<file path="config.mk">
export PLATFORM = sky130hd
export DESIGN_NAME = keyprot_cfg_bank
export DESIGN_NICKNAME = d
export VERILOG_FILES = /design/src/rtl/keyprot_pkg.sv /design/src/rtl/kp_kick_fsm.sv /design/src/rtl/kp_wonce_reg.sv /design/src/rtl/kp_rd_mux.sv /design/src/rtl/keyprot_cfg_bank.sv
export SDC_FILE = /design/constraint.sdc
export NUM_CORES = 1
export LEC_CHECK = 0
export BUFFER_PORTS_ARGS = -buffer_cell sky130_fd_sc_hd__buf_4
export CELL_PAD_IN_SITES_DETAIL_PLACEMENT = 1
export CELL_PAD_IN_SITES_GLOBAL_PLACEMENT = 2
export CORE_ASPECT_RATIO = 1.75
export CORE_MARGIN = 3
export CORE_UTILIZATION = 26
export CTS_CLUSTER_SIZE = 14
export DETAILED_ROUTE_END_ITERATION = 8
export GPL_TIMING_DRIVEN = 0
export PLACE_DENSITY_LB_ADDON = 0.3
export SLEW_MARGIN = 20
export SYNTH_ARGS = -nofsm -noshare
export SYNTH_HDL_FRONTEND = slang
export SYNTH_SLANG_ARGS = --single-unit
</file>
<file path="constraint.sdc">
create_clock -name clk -period 2.02 [get_ports clk]
set_input_delay 0.101 -clock clk [delete_from_list [all_inputs] [get_ports clk]]
set_output_delay 0.101 -clock clk [all_outputs]
set_load 0.02 [all_outputs]
</file>
<file path="src/rtl/keyprot_pkg.sv">
// Package: shared constants and types of the key-protected register bank.
// Assumes byte offsets on a 20-bit address and 32-bit data words.
package keyprot_pkg;
    localparam int DATA_W = 32;
    localparam int ADDR_W = 20;

    localparam logic [ADDR_W-1:0] OFS_STATUS = 20'h00000;
    localparam logic [ADDR_W-1:0] OFS_REV    = 20'h00008;
    localparam logic [ADDR_W-1:0] OFS_KICK_A = 20'h00038;
    localparam logic [ADDR_W-1:0] OFS_KICK_B = 20'h0003C;
    localparam logic [ADDR_W-1:0] OFS_PERM   = 20'h0041C;
    localparam logic [ADDR_W-1:0] OFS_LOCK   = 20'h40004;
    localparam logic [ADDR_W-1:0] OFS_CTL    = 20'h40008;
    localparam logic [ADDR_W-1:0] OFS_PINCFG = 20'h40020;

    localparam logic [DATA_W-1:0] KICK_KEY_A = 32'h83E70B13;
    localparam logic [DATA_W-1:0] KICK_KEY_B = 32'h95A4F1E0;
    localparam logic [DATA_W-1:0] CTL_KEY    = 32'h0F0A0B00;
    localparam logic [DATA_W-1:0] PERM_RST   = 32'hAAAAAAAA;

    typedef enum logic [1:0] {
        KS_CLOSED = 2'd0,
        KS_HALF   = 2'd1,
        KS_OPEN   = 2'd2
    } kick_state_e;
endpackage

</file>
<file path="src/rtl/kp_kick_fsm.sv">
// Module: ordered two-key unlock sequencer for the whole register area.
// Assumes wr_a / wr_b are single-cycle write strobes to the two unlock words.
module kp_kick_fsm
    import keyprot_pkg::*;
(
    input  logic              clk,
    input  logic              rst_n,
    input  logic              wr_a,
    input  logic              wr_b,
    input  logic [DATA_W-1:0] wdata,
    output logic              area_open
);
    kick_state_e state_q;
    kick_state_e state_d;

    // Next-state: key A arms, key B after A opens, anything else closes.
    always_comb begin
        state_d = state_q;
        if (wr_a) begin
            state_d = (wdata == KICK_KEY_A) ? KS_HALF : KS_CLOSED;
        end else if (wr_b) begin
            if (wdata == KICK_KEY_B && state_q != KS_CLOSED) begin
                state_d = KS_OPEN;
            end else begin
                state_d = KS_CLOSED;
            end
        end
    end

    // State register, closed on reset.
    always_ff @(posedge clk) begin
        if (!rst_n) state_q <= KS_CLOSED;
        else        state_q <= state_d;
    end

    assign area_open = (state_q == KS_OPEN);

    // A wrong value on the first unlock word leaves the area closed.
    p_bad_key_a_closes_r5: assert property (@(posedge clk) disable iff (!rst_n)
        (wr_a && wdata != KICK_KEY_A) |=> !area_open);

    // Opening only ever follows a correct key-B write.
    p_open_needs_key_b_r2: assert property (@(posedge clk) disable iff (!rst_n)
        $rose(area_open) |-> $past(wr_b && wdata == KICK_KEY_B));

    // Key B alone from closed never opens.
    p_b_first_stays_closed_r3: assert property (@(posedge clk) disable iff (!rst_n)
        (wr_b && !wr_a && state_q == KS_CLOSED) |=> !area_open);
endmodule

</file>
<file path="src/rtl/kp_wonce_reg.sv">
// Module: data register whose bits are individually plain or write-once.
// Assumes wr_en is already qualified by all access gates; a write-once bit
// takes the first accepted write after reset and is then frozen until reset.
module kp_wonce_reg #(
    parameter int          W       = 32,
    parameter logic [W-1:0] WO_MASK = '0,
    parameter logic [W-1:0] RST_VAL = '0
) (
    input  logic         clk,
    input  logic         rst_n,
    input  logic         wr_en,
    input  logic [W-1:0] wdata,
    output logic [W-1:0] q
);
    for (genvar i = 0; i < W; i++) begin : g_bit
        if (WO_MASK[i]) begin : g_once
            logic done_q;
            // Capture the first accepted write, then set the sticky flag.
            always_ff @(posedge clk) begin
                if (!rst_n) begin
                    q[i]   <= RST_VAL[i];
                    done_q <= 1'b0;
                end else if (wr_en && !done_q) begin
                    q[i]   <= wdata[i];
                    done_q <= 1'b1;
                end
            end

            // Once the flag is set the bit holds its value.
            p_frozen_bit_r7: assert property (@(posedge clk) disable iff (!rst_n)
                done_q |=> $stable(q[i]));
        end else begin : g_plain
            // Ordinary bit: follow every accepted write.
            always_ff @(posedge clk) begin
                if (!rst_n)     q[i] <= RST_VAL[i];
                else if (wr_en) q[i] <= wdata[i];
            end
        end
    end
endmodule

</file>
<file path="src/rtl/kp_rd_mux.sv">
// Module: combinational read-data selector for the register bank.
// Assumes word-aligned offsets; unlock words and unmapped offsets return zero.
module kp_rd_mux
    import keyprot_pkg::*;
#(
    parameter logic [3:0] SILICON_REV = 4'h0
) (
    input  logic [ADDR_W-1:0] addr,
    input  logic [DATA_W-1:0] status,
    input  logic [DATA_W-1:0] perm,
    input  logic [DATA_W-1:0] lock_word,
    input  logic [DATA_W-1:0] ctl,
    input  logic [DATA_W-1:0] pincfg,
    output logic [DATA_W-1:0] rdata
);
    // Select the word addressed by the bus.
    always_comb begin
        unique case (addr)
            OFS_STATUS: rdata = status;
            OFS_REV:    rdata = {SILICON_REV, {(DATA_W-4){1'b0}}};
            OFS_PERM:   rdata = perm;
            OFS_LOCK:   rdata = lock_word;
            OFS_CTL:    rdata = ctl;
            OFS_PINCFG: rdata = pincfg;
            default:    rdata = '0;
        endcase
    end
endmodule

</file>
<file path="src/rtl/keyprot_cfg_bank.sv">
// Module: top of the key-protected configuration register bank.
// Assumes one access per cycle: a write when bus_we is high, a combinational
// read of bus_addr otherwise. Blocked writes complete silently.
module keyprot_cfg_bank
    import keyprot_pkg::*;
#(
    parameter logic [3:0]        SILICON_REV = 4'h3,
    parameter logic [DATA_W-1:0] WO_MASK     = 32'h000000FF
) (
    input  logic              clk,
    input  logic              rst_n,
    input  logic [ADDR_W-1:0] bus_addr,
    input  logic [DATA_W-1:0] bus_wdata,
    input  logic              bus_we,
    output logic [DATA_W-1:0] bus_rdata,
    input  logic [DATA_W-1:0] dev_status_i,
    output logic [DATA_W-1:0] dev_ctl_o,
    output logic [DATA_W-1:0] pin_cfg_o,
    output logic [DATA_W-1:0] perm_o
);
    logic              area_open;
    logic              wr_perm, wr_lock, wr_ctl, wr_pin;
    logic [DATA_W-1:0] lock_q;

    // Unlock sequencer for the whole area.
    kp_kick_fsm u_kick (
        .clk       (clk),
        .rst_n     (rst_n),
        .wr_a      (bus_we && bus_addr == OFS_KICK_A),
        .wr_b      (bus_we && bus_addr == OFS_KICK_B),
        .wdata     (bus_wdata),
        .area_open (area_open)
    );

    // Write qualification: area gate for all, plus the lock key for control.
    always_comb begin
        wr_perm = bus_we && area_open && bus_addr == OFS_PERM;
        wr_lock = bus_we && area_open && bus_addr == OFS_LOCK;
        wr_pin  = bus_we && area_open && bus_addr == OFS_PINCFG;
        wr_ctl  = bus_we && area_open && bus_addr == OFS_CTL && lock_q == CTL_KEY;
    end

    kp_wonce_reg #(.W(DATA_W), .WO_MASK('0), .RST_VAL(PERM_RST)) u_perm (
        .clk (clk), .rst_n (rst_n), .wr_en (wr_perm), .wdata (bus_wdata), .q (perm_o)
    );

    kp_wonce_reg #(.W(DATA_W), .WO_MASK('0), .RST_VAL('0)) u_lock (
        .clk (clk), .rst_n (rst_n), .wr_en (wr_lock), .wdata (bus_wdata), .q (lock_q)
    );

    kp_wonce_reg #(.W(DATA_W), .WO_MASK('0), .RST_VAL('0)) u_ctl (
        .clk (clk), .rst_n (rst_n), .wr_en (wr_ctl), .wdata (bus_wdata), .q (dev_ctl_o)
    );

    kp_wonce_reg #(.W(DATA_W), .WO_MASK(WO_MASK), .RST_VAL('0)) u_pin (
        .clk (clk), .rst_n (rst_n), .wr_en (wr_pin), .wdata (bus_wdata), .q (pin_cfg_o)
    );

    kp_rd_mux #(.SILICON_REV(SILICON_REV)) u_rd (
        .addr      (bus_addr),
        .status    (dev_status_i),
        .perm      (perm_o),
        .lock_word (lock_q),
        .ctl       (dev_ctl_o),
        .pincfg    (pin_cfg_o),
        .rdata     (bus_rdata)
    );

    // Closed area: no protected word moves on any write.
    p_closed_blocks_r4: assert property (@(posedge clk) disable iff (!rst_n)
        (bus_we && !area_open) |=> ($stable(perm_o) && $stable(lock_q)
                                    && $stable(dev_ctl_o) && $stable(pin_cfg_o)));

    // Control word is frozen unless the lock word holds its key.
    p_lock_gate_r6: assert property (@(posedge clk) disable iff (!rst_n)
        (lock_q != CTL_KEY) |=> $stable(dev_ctl_o));

    // Writes to unmapped or read-only offsets change nothing.
    p_unmapped_write_r9: assert property (@(posedge clk) disable iff (!rst_n)
        (bus_we && bus_addr != OFS_PERM && bus_addr != OFS_LOCK
         && bus_addr != OFS_CTL && bus_addr != OFS_PINCFG)
        |=> ($stable(perm_o) && $stable(lock_q) && $stable(dev_ctl_o) && $stable(pin_cfg_o)));
endmodule

</file>
Yosys cells after proc, flatten, opt, wreduce, memory -nomap -nowiden
Index checks and enable logic that the tools add are counted.
W data, S select, Z words.
{ "totals": {"word_cells": 181, "ramBits": 0, "input_bits": 87, "mem_count": 0, "latchBits": 0, "out_inout_bits": 128, "romBits": 0, "register_bits": 138} }
{ "classes": {"reduce_logical": 28, "div": 0, "n_mux": 5, "mul": 0, "bitwise": 0, "n_lt_le_gt_ge": 0, "n_addsub": 0, "shift": 0, "eq_ne": 11} }
{ "ops": {"columns": ["cell", "count"], "rows": [
  ["$pmux W32 S6", 1],
  ["$eq A32 B32 Y1 const B", 2],
  ["$eq A20 B19 Y1 const B", 3],
  ["$eq A20 B6 Y1 const B", 2],
  ["$eq A32 B28 Y1 const B", 1],
  ["$eq A20 B11 Y1 const B", 1],
  ["$eq A20 B4 Y1 const B", 1],
  ["$logic_not A20 Y1", 1],
  ["$logic_and A1 B1 Y1", 17],
  ["$logic_not A1 Y1", 8],
  ["$mux W2", 3],
  ["$reduce_bool A2 Y1", 2],
  ["$eq A2 B2 Y1 const B", 1],
  ["$mux W1", 1]
]} }

Depth between registers and ports, before layout
Gate-level depths: netlist of the first run.
{ "logic_depth": {"word_depth": 5, "ltp_mapped": 7, "ltp_nobuf": 5} }

Hierarchy
From an unflattened synthesis of the first run, not the netlist that was laid out.
{ "hier_totals": {"hier_cells": 726, "hier_area_um2": 7332.0} }
{ "modules_own_cells": {"columns": ["mod", "area_per_inst_um2", "instances", "cells_each"], "rows": [
  ["kp_wonce_reg at u_ctl ...", 1243.7, 2, 103],
  ["kp_wonce_reg at u_pin", 1596.5, 1, 138],
  ["kp_rd_mux", 1582.8, 1, 216],
  ["kp_wonce_reg at u_perm", 1194.9, 1, 103],
  ["kp_kick_fsm", 242.7, 1, 29],
  ["keyprot_cfg_bank", 227.7, 1, 34]
]} }

Worst setup path before layout of the first run
OpenSTA, ideal clock, no wires.
{ "synth_timing": {"path_type": "input-to-reg", "from": "in bus_addr[9]", "to": "reg u_ctl.q[4]", "setup_ns": 0.072, "cell_stages": 6, "t_arrival_ns": 1.965, "path_buffers": 1, "setup_slack_ns": -0.017, "required_ns": 1.948, "path_cell_list": "nor4_4 -> nand3_2 -> or4_1 -> nor4_4 -> buf_6 -> mux2i_1"} }
{ "synth_between": {"elab_chain_cells": 3} }
{ "synth_rtl": {"columns": ["item", "line", "rtl"], "rows": [
  ["from (decl)", "keyprot_cfg_bank.sv:12", "input logic [ADDR_W-1:0] bus_addr,"],
  ["$eq A20 B19 Y1", "keyprot_cfg_bank.sv:40", "wr_ctl = bus_we && area_open && bus_addr == OFS_CTL && lock_q == CTL_KEY;"],
  ["$logic_and A1 B1 Y1 (2 in series)", "keyprot_cfg_bank.sv:40", null],
  ["to (signal, indexed assignment)", "kp_wonce_reg.sv:35", "if (!rst_n) q[i] <= RST_VAL[i];"],
  ["to (signal, indexed assignment)", "kp_wonce_reg.sv:36", "else if (wr_en) q[i] <= wdata[i];"],
  ["to (decl)", "kp_wonce_reg.sv:13", "output logic [W-1:0] q"]
]} }
Every way passes these cells.
A chain may end at the register's enable or synchronous reset.

Worst setup path in the final report of the first run
{ "layout_timing": {"from": "reg u_lock.q[20]", "to": "reg u_ctl.q[15]"} }
{ "layout_between": {"elab_chain_cells": 2} }
{ "layout_rtl": {"columns": ["item", "line"], "rows": [
  ["from (decl)", "kp_wonce_reg.sv:13"],
  ["from (signal, indexed assignment)", "kp_wonce_reg.sv:35"],
  ["from (signal, indexed assignment)", "kp_wonce_reg.sv:36"],
  ["$eq A32 B28 Y1", "keyprot_cfg_bank.sv:40"],
  ["$logic_and A1 B1 Y1", "keyprot_cfg_bank.sv:40"]
]} }
Every way passes these cells.

==> results.yml, run 1 <==
synthesis:
  async_flop_share_pct: 0
  syn-num-nets: 780
  synth_seq_cells: 138
  ys.flop_type: "dfxtp_1"
  synthesis.area_per_instance_um2: 8.89
  synth_edf_count: 0
  synth_most_common_cell: "nand2_1"
  synth_common_cells: "nand2_1, dfxtp_1, mux2i_1"
  ys_seq_area_share_pct: 44.8
  ys_types: 37
  netlist_area_mm2: 0.00616
  yosys_warnings: 0
  netlist_top_cells_area: "dfxtp_1, mux2i_1, nand2_1"
  syn_inst: 693
  synth_top_cell_by_area: "dfxtp_1"
  netlist.area_leader.share_pct: 44.8
setup_path:
  slowest_stage: "or4_4"
  crit_type: "flop to flop"
  rrSetupSlack_ns: -0.14
  rr_worst_depth: 7
  r2r_end: "u_ctl.q[15]"
  rr_startpoint: "u_lock.q[20]"
  cp.required_ns: 2.37
  crit_top_cell: "nor4_4"
  worstPathArrival_ns: 2.50
  cp_num_buf_inv: 2
  start_kind: "flop"
  crit_path_max_incr_delay_ns: 0.51
  crit_family: "simple AND/OR/NAND/NOR gates"
  crit_path_max_fanout: 10
  endpoint_kind: "flop"
  path_cells: "nor4_4 -> nand2_1 -> or4_4 -> nor4_4 -> buf_6 -> buf_12 -> mux2i_2"
clocking:
  clock_path_buffers: 2
  cts_tree: "yes"
  htree_levels: 4
  cts.sinks: 138
  root_buffer: "clkbuf_16"
  clk_pin_slew_ns: 0.06
  clkLatencyLatePin_ns: 0.43
  cts_made_buffers: 17
global_routing:
  grt_max_degree: 17
  grt_pass1_wl_mm: 44.0
  first_global_vias: 7170
  antenna_found_initial: 0
  globalRoute.totalOverflow: 0
  grtUsageTotal_pct: 23.1
sta:
  clock_skew_ns: 0.00777
  relSlewSlack_pct: 48.5
  maxSlewViolCount: 0
  worst-slew-pin-transition_ns: 0.773
  hold_viol: 0
  setup_viol: 31
  period_share_pct: 107
  fmax_ghz: 0.464
  rsz0062_at_grt: "true"
  min_period_ns: 2.16
  layout_setup_ws_ns: -0.137
die:
  dieWidth_um: 122
  num_rows: 73
  coreArea_mm2: 0.0230
  ios: 215
  initial_core_util_pct: 26.8
  die_area_mm2: 0.0257
  die_h_um: 210
job:
  drv_cap: 0
power:
  peakVddDrop_v: 0.000488
  power_density_mw_per_mm2: 660
  leakagePower_nw: 4.15
outcome:
  failed_checks: "setup timing"
  outcome: "finished with violations"
placement:
  dp_hpwl_mm: 22.7
  globalplace.congestion: 0.802
  place_ws_ns: -1.29
  io_buffers: 212
final_layout:
  drive_above_1_share_pct: 31.5
  final_core_util_pct: 41.0
  area_growth_pct: 53.1
  finalNetCount: 1058
  diodes: 0
routing:
  wl_per_cell_um: 23.3
  drc: 0
  vias: 6674
  first_pass_iters: 7
  drtIter0Drc: 431
  drt-total-wl_mm: 29.9
  vias_per_cell: 5.20
  ant_nets: 0
hold_path:
  worstHoldStart: "bus_wdata[4]"
  hold_class: "primary input to flop"
  min_path_cells: 3
  hold_end: "u_perm.q[4]"
[kinds of logic (layout without fill, tap and decap cells)]
group / Yosys count / in the layout / share of synthesized area [%]
mux: 82 / 82 / 13.3
flops: 138 / 138 / 44.8
compound gates: 131 / 131 / 16.5
simple gates: 285 / 285 / 21.4
buf+inv: 57 / 347 / 3.92
[layout by cell type (no fill, tap or decap), types with 5 or more instances in the layout]
cell             n
clkbuf_1        24
a21boi_1        24
clkbuf_2         7
o21a_1           8
o31ai_1          8
a222oi_1        30
o21ai_1         16
nor4b_1          7
dfxtp_1        135
o211ai_1         8
buf_6            9
dlygate4sd3_1   29
mux2i_1         80
nand4_1          9
a22oi_1         34
buf_4          233
clkbuf_16       17
nor4_1           5
nand2_1        202
nand3_1         21
nor4_4           8
nor3_1           6
[how the worst max path moves through the flow]
stage,start,depth (start not counted),endpoint,slack [ns]
5_1_grt,u_lock.q[20],7,u_ctl.q[15],-0.23
3_5_place_dp,bus_addr[13],8,bus_rdata[3],-1.29
3_3_place_gp,bus_addr[13],8,bus_rdata[3],-1.28
6_report,u_lock.q[20],7,u_ctl.q[15],-0.14
4_1_cts,u_lock.q[23],7,u_ctl.q[16],-0.19
2_1_floorplan,bus_addr[13],6,bus_rdata[0],0.07
[where the power goes]
part	switching [mW]	internal (mW)	total, mW
sequential	0.000000000000000718	2.72	2.72
clock	1.25	1.84	3.09
combinational	0.231	0.185	0.416
[metrics by stage]
step                setup TNS (ns)  total power [mW]  hold WS, ns  std cells  cell area (µm²)
global placement           -143.47              3.14        0.345       1205             8130
CTS                          -5.09              6.28       0.0970       1278             9320
finish                       -3.03              6.23        0.105       1283             9430
detailed placement         -135.38              3.14        0.349       1205             8130
floorplan                        0              2.88        0.226        693             6160
global route                 -5.80              6.39        0.111       1283             9430
[worst reg2reg max path, delay by kind of cell, from the launching register on]
kind	cells	cell delay [ns]
muxes	1	0.22
DFF	1	0.35
and+or+nand+nor	4	1.15
buffers and inverters	2	0.36
[timing repair]
action,in CTS,in global routing
hold endpoints to repair,59,0
pin swaps,10,6
setup endpoints to repair,159,99
hold buffers,29,0
buffers inserted,15,5
gates resized for setup,61,43
[area by class of cell]
type	instances	area, µm²
multi-input combinational	498	3300
clock inverter	11	121
inverter	2	7.51
timing repair buffer	261	2040
fill	2767	13600
tap	300	375
clock buffer	20	447
sequential	138	2770
buffer	53	367
[per-layer routing]
| layer | track usage [%] | vias to the layer above | wire length (µm) |
|---|---|---|---|
| li1 | - | 3087 | - |
| met1 | 24.5 | 3325 | 10900 |
| met2 | 44.9 | 222 | 16900 |
| met3 | 3.59 | 40 | 1300 |
| met4 | 7.81 | 0 | 780 |
| met5 | 0 | - | 0 |
[state kept, by name, indices dropped and copies added, names as in the netlist]
| signal | flops |
|---|---|
| u_pin.q | 32 |
| u_ctl.q | 32 |
| u_perm.q | 32 |
| u_lock.q | 32 |
| u_kick.state_q | 2 |
| u_pin.g_bit.g_once.done_q | 8 |
(Power assumes the default switching activity.)
==> inputs of run 2 (changes only) <==
--- a/config.mk
+++ b/config.mk
@@ -9,12 +9,12 @@
 export CELL_PAD_IN_SITES_DETAIL_PLACEMENT = 1
 export CELL_PAD_IN_SITES_GLOBAL_PLACEMENT = 2
 export CORE_ASPECT_RATIO = 1.75
-export CORE_MARGIN = 3
 export CORE_UTILIZATION = 26
 export CTS_CLUSTER_SIZE = 14
 export DETAILED_ROUTE_END_ITERATION = 8
 export GPL_TIMING_DRIVEN = 0
 export PLACE_DENSITY_LB_ADDON = 0.3
+export RECOVER_POWER = 100
 export SLEW_MARGIN = 20
 export SYNTH_ARGS = -nofsm -noshare
 export SYNTH_HDL_FRONTEND = slang
==> results.yml, run 2 (synthesized netlist as in run 1, its figures left out) <==
outcome:
  outcome: "finished with violations"
  failed_checks: "setup timing"
clocking:
  clock_path_buffers: 2
  cts_made_buffers: 17
  htree_levels: 4
  clk_pin_slew_ns: 0.06
  clkLatencyLatePin_ns: 0.43
  cts_tree: "yes"
  root_buffer: "clkbuf_16"
  cts.sinks: 138
routing:
  drtIter0Drc: 349
  drt-met1-wl_mm: 11.1
  top_layer: "met4"
  drt-total-wl_mm: 29.4
  vias_per_cell: 5.12
  first_pass_iters: 5
  route.met3.wl_um: 980
  wl_per_cell_um: 22.8
  drc: 0
  met2_length_mm: 16.4
  ant_nets: 0
  vias: 6609
placement:
  io_buffers: 212
  place_ws_ns: -1.26
  globalplace.congestion: 0.843
  placed_cell_area_mm2: 0.00814
  dp_hpwl_mm: 22.0
  dp_cells: 1209
die:
  num_rows: 74
  initial_core_util_pct: 26.4
  die_h_um: 206
  coreArea_mm2: 0.0233
  ios: 215
  dieWidth_um: 118
  die_area_mm2: 0.0243
sta:
  hold_slack_ns: 0.0955
  min_period_ns: 2.08
  setup_viol: 27
  rsz0062_at_grt: "true"
  period_share_pct: 103
  fmax_ghz: 0.481
  hold_viol: 0
  layout_setup_ws_ns: -0.0600
  setup_tns_ns: -0.865
  clock_skew_ns: 0.0107
  worst-slew-pin-transition_ns: 0.756
  maxSlewViolCount: 0
  relSlewSlack_pct: 49.6
global_routing:
  globalRoute.totalOverflow: 0
  grt_max_degree: 17
  grt_pass1_wl_mm: 42.9
  first_global_vias: 6949
  grtUsageTotal_pct: 24.2
  antenna_found_initial: 0
final_layout:
  final_core_util_pct: 39.1
  fillers: 2846
  diodes: 0
  drive_above_1_share_pct: 21.2
  stdcell_count: 1290
  mostFrequentLayoutCell: "nand2_1"
  finalNetCount: 1060
  multi_input_area_mm2: 0.00329
  ff_latch_area_mm2: 0.00277
  area_growth_pct: 47.9
  fin_area_mm2: 0.00911
  mostFrequentLayoutCells: "nand2_1, dfxtp_1, clkbuf_1, buf_4, mux2i_1"
hold_path:
  hold_class: "primary input to flop"
  min_path_cells: 3
setup_path:
  crit_path_max_fanout: 10
  rrSetupSlack_ns: -0.06
  start_kind: "flop"
  cp.required_ns: 2.37
  rr_worst_depth: 7
  endpoint_kind: "flop"
  worstPathArrival_ns: 2.43
  crit_type: "flop to flop"
power:
  power_density_mw_per_mm2: 700
  leakagePower_nw: 3.75
  total_power_mw: 6.38
  peakVddDrop_v: 0.000537
job:
  drv_cap: 0
==> run 2: area by class of cell <==
class	count	share of cell area [%]
Buffer	53	4.01
Clock buffer	20	4.90
Clock inverter	12	1.62
Inverter	2	0.0824
Multi-Input combinational cell	498	36.1
Sequential cell	138	30.3
Tap cell	304	4.17
Timing Repair Buffer	263	18.7
==> run 2: timing repair <==
item / in CTS / in global routing
gates cloned: 2 / 0
hold endpoints to repair: 61 / 0
hold buffers: 29 / 0
gates resized for setup: 65 / 33
pin swaps: 13 / 9
setup endpoints to repair: 160 / 109
buffers inserted: 13 / 7
==> run 2: path summary, 6_finish.rpt <==
kind | start | endpoint
max | u_lock.q[23] | u_ctl.q[14]
min | bus_wdata[2] | u_perm.q[2]
max reg2reg | u_lock.q[23] | u_ctl.q[14]
min reg2reg | u_pin.q[23] | u_pin.q[23]
==> run 2: report_power, final <==
group,internal [mW],switching (mW),total (mW)
sequential,2.72,0.000000000000000695,2.72
clock,1.97,1.28,3.25
combinational,0.182,0.229,0.411
==> run 2: critical path, stage by stage, from the launching register on <==
cell and delay, ns:
dfxtp_2 0.34, nor4_4 0.35, nand2_1 0.09, or4_4 0.45
nor4_4 0.19, buf_6 0.21, buf_12 0.16, mux2i_1 0.19
==> run 2: per-layer routing <==
| layer | track usage [%] | vias to the layer above |
|---|---|---|
| li1 | - | 3091 |
| met3 | 3.35 | 43 |
| met5 | 0 | - |
| met4 | 10.1 | 0 |
| met1 | 25.3 | 3282 |
| met2 | 47.5 | 193 |
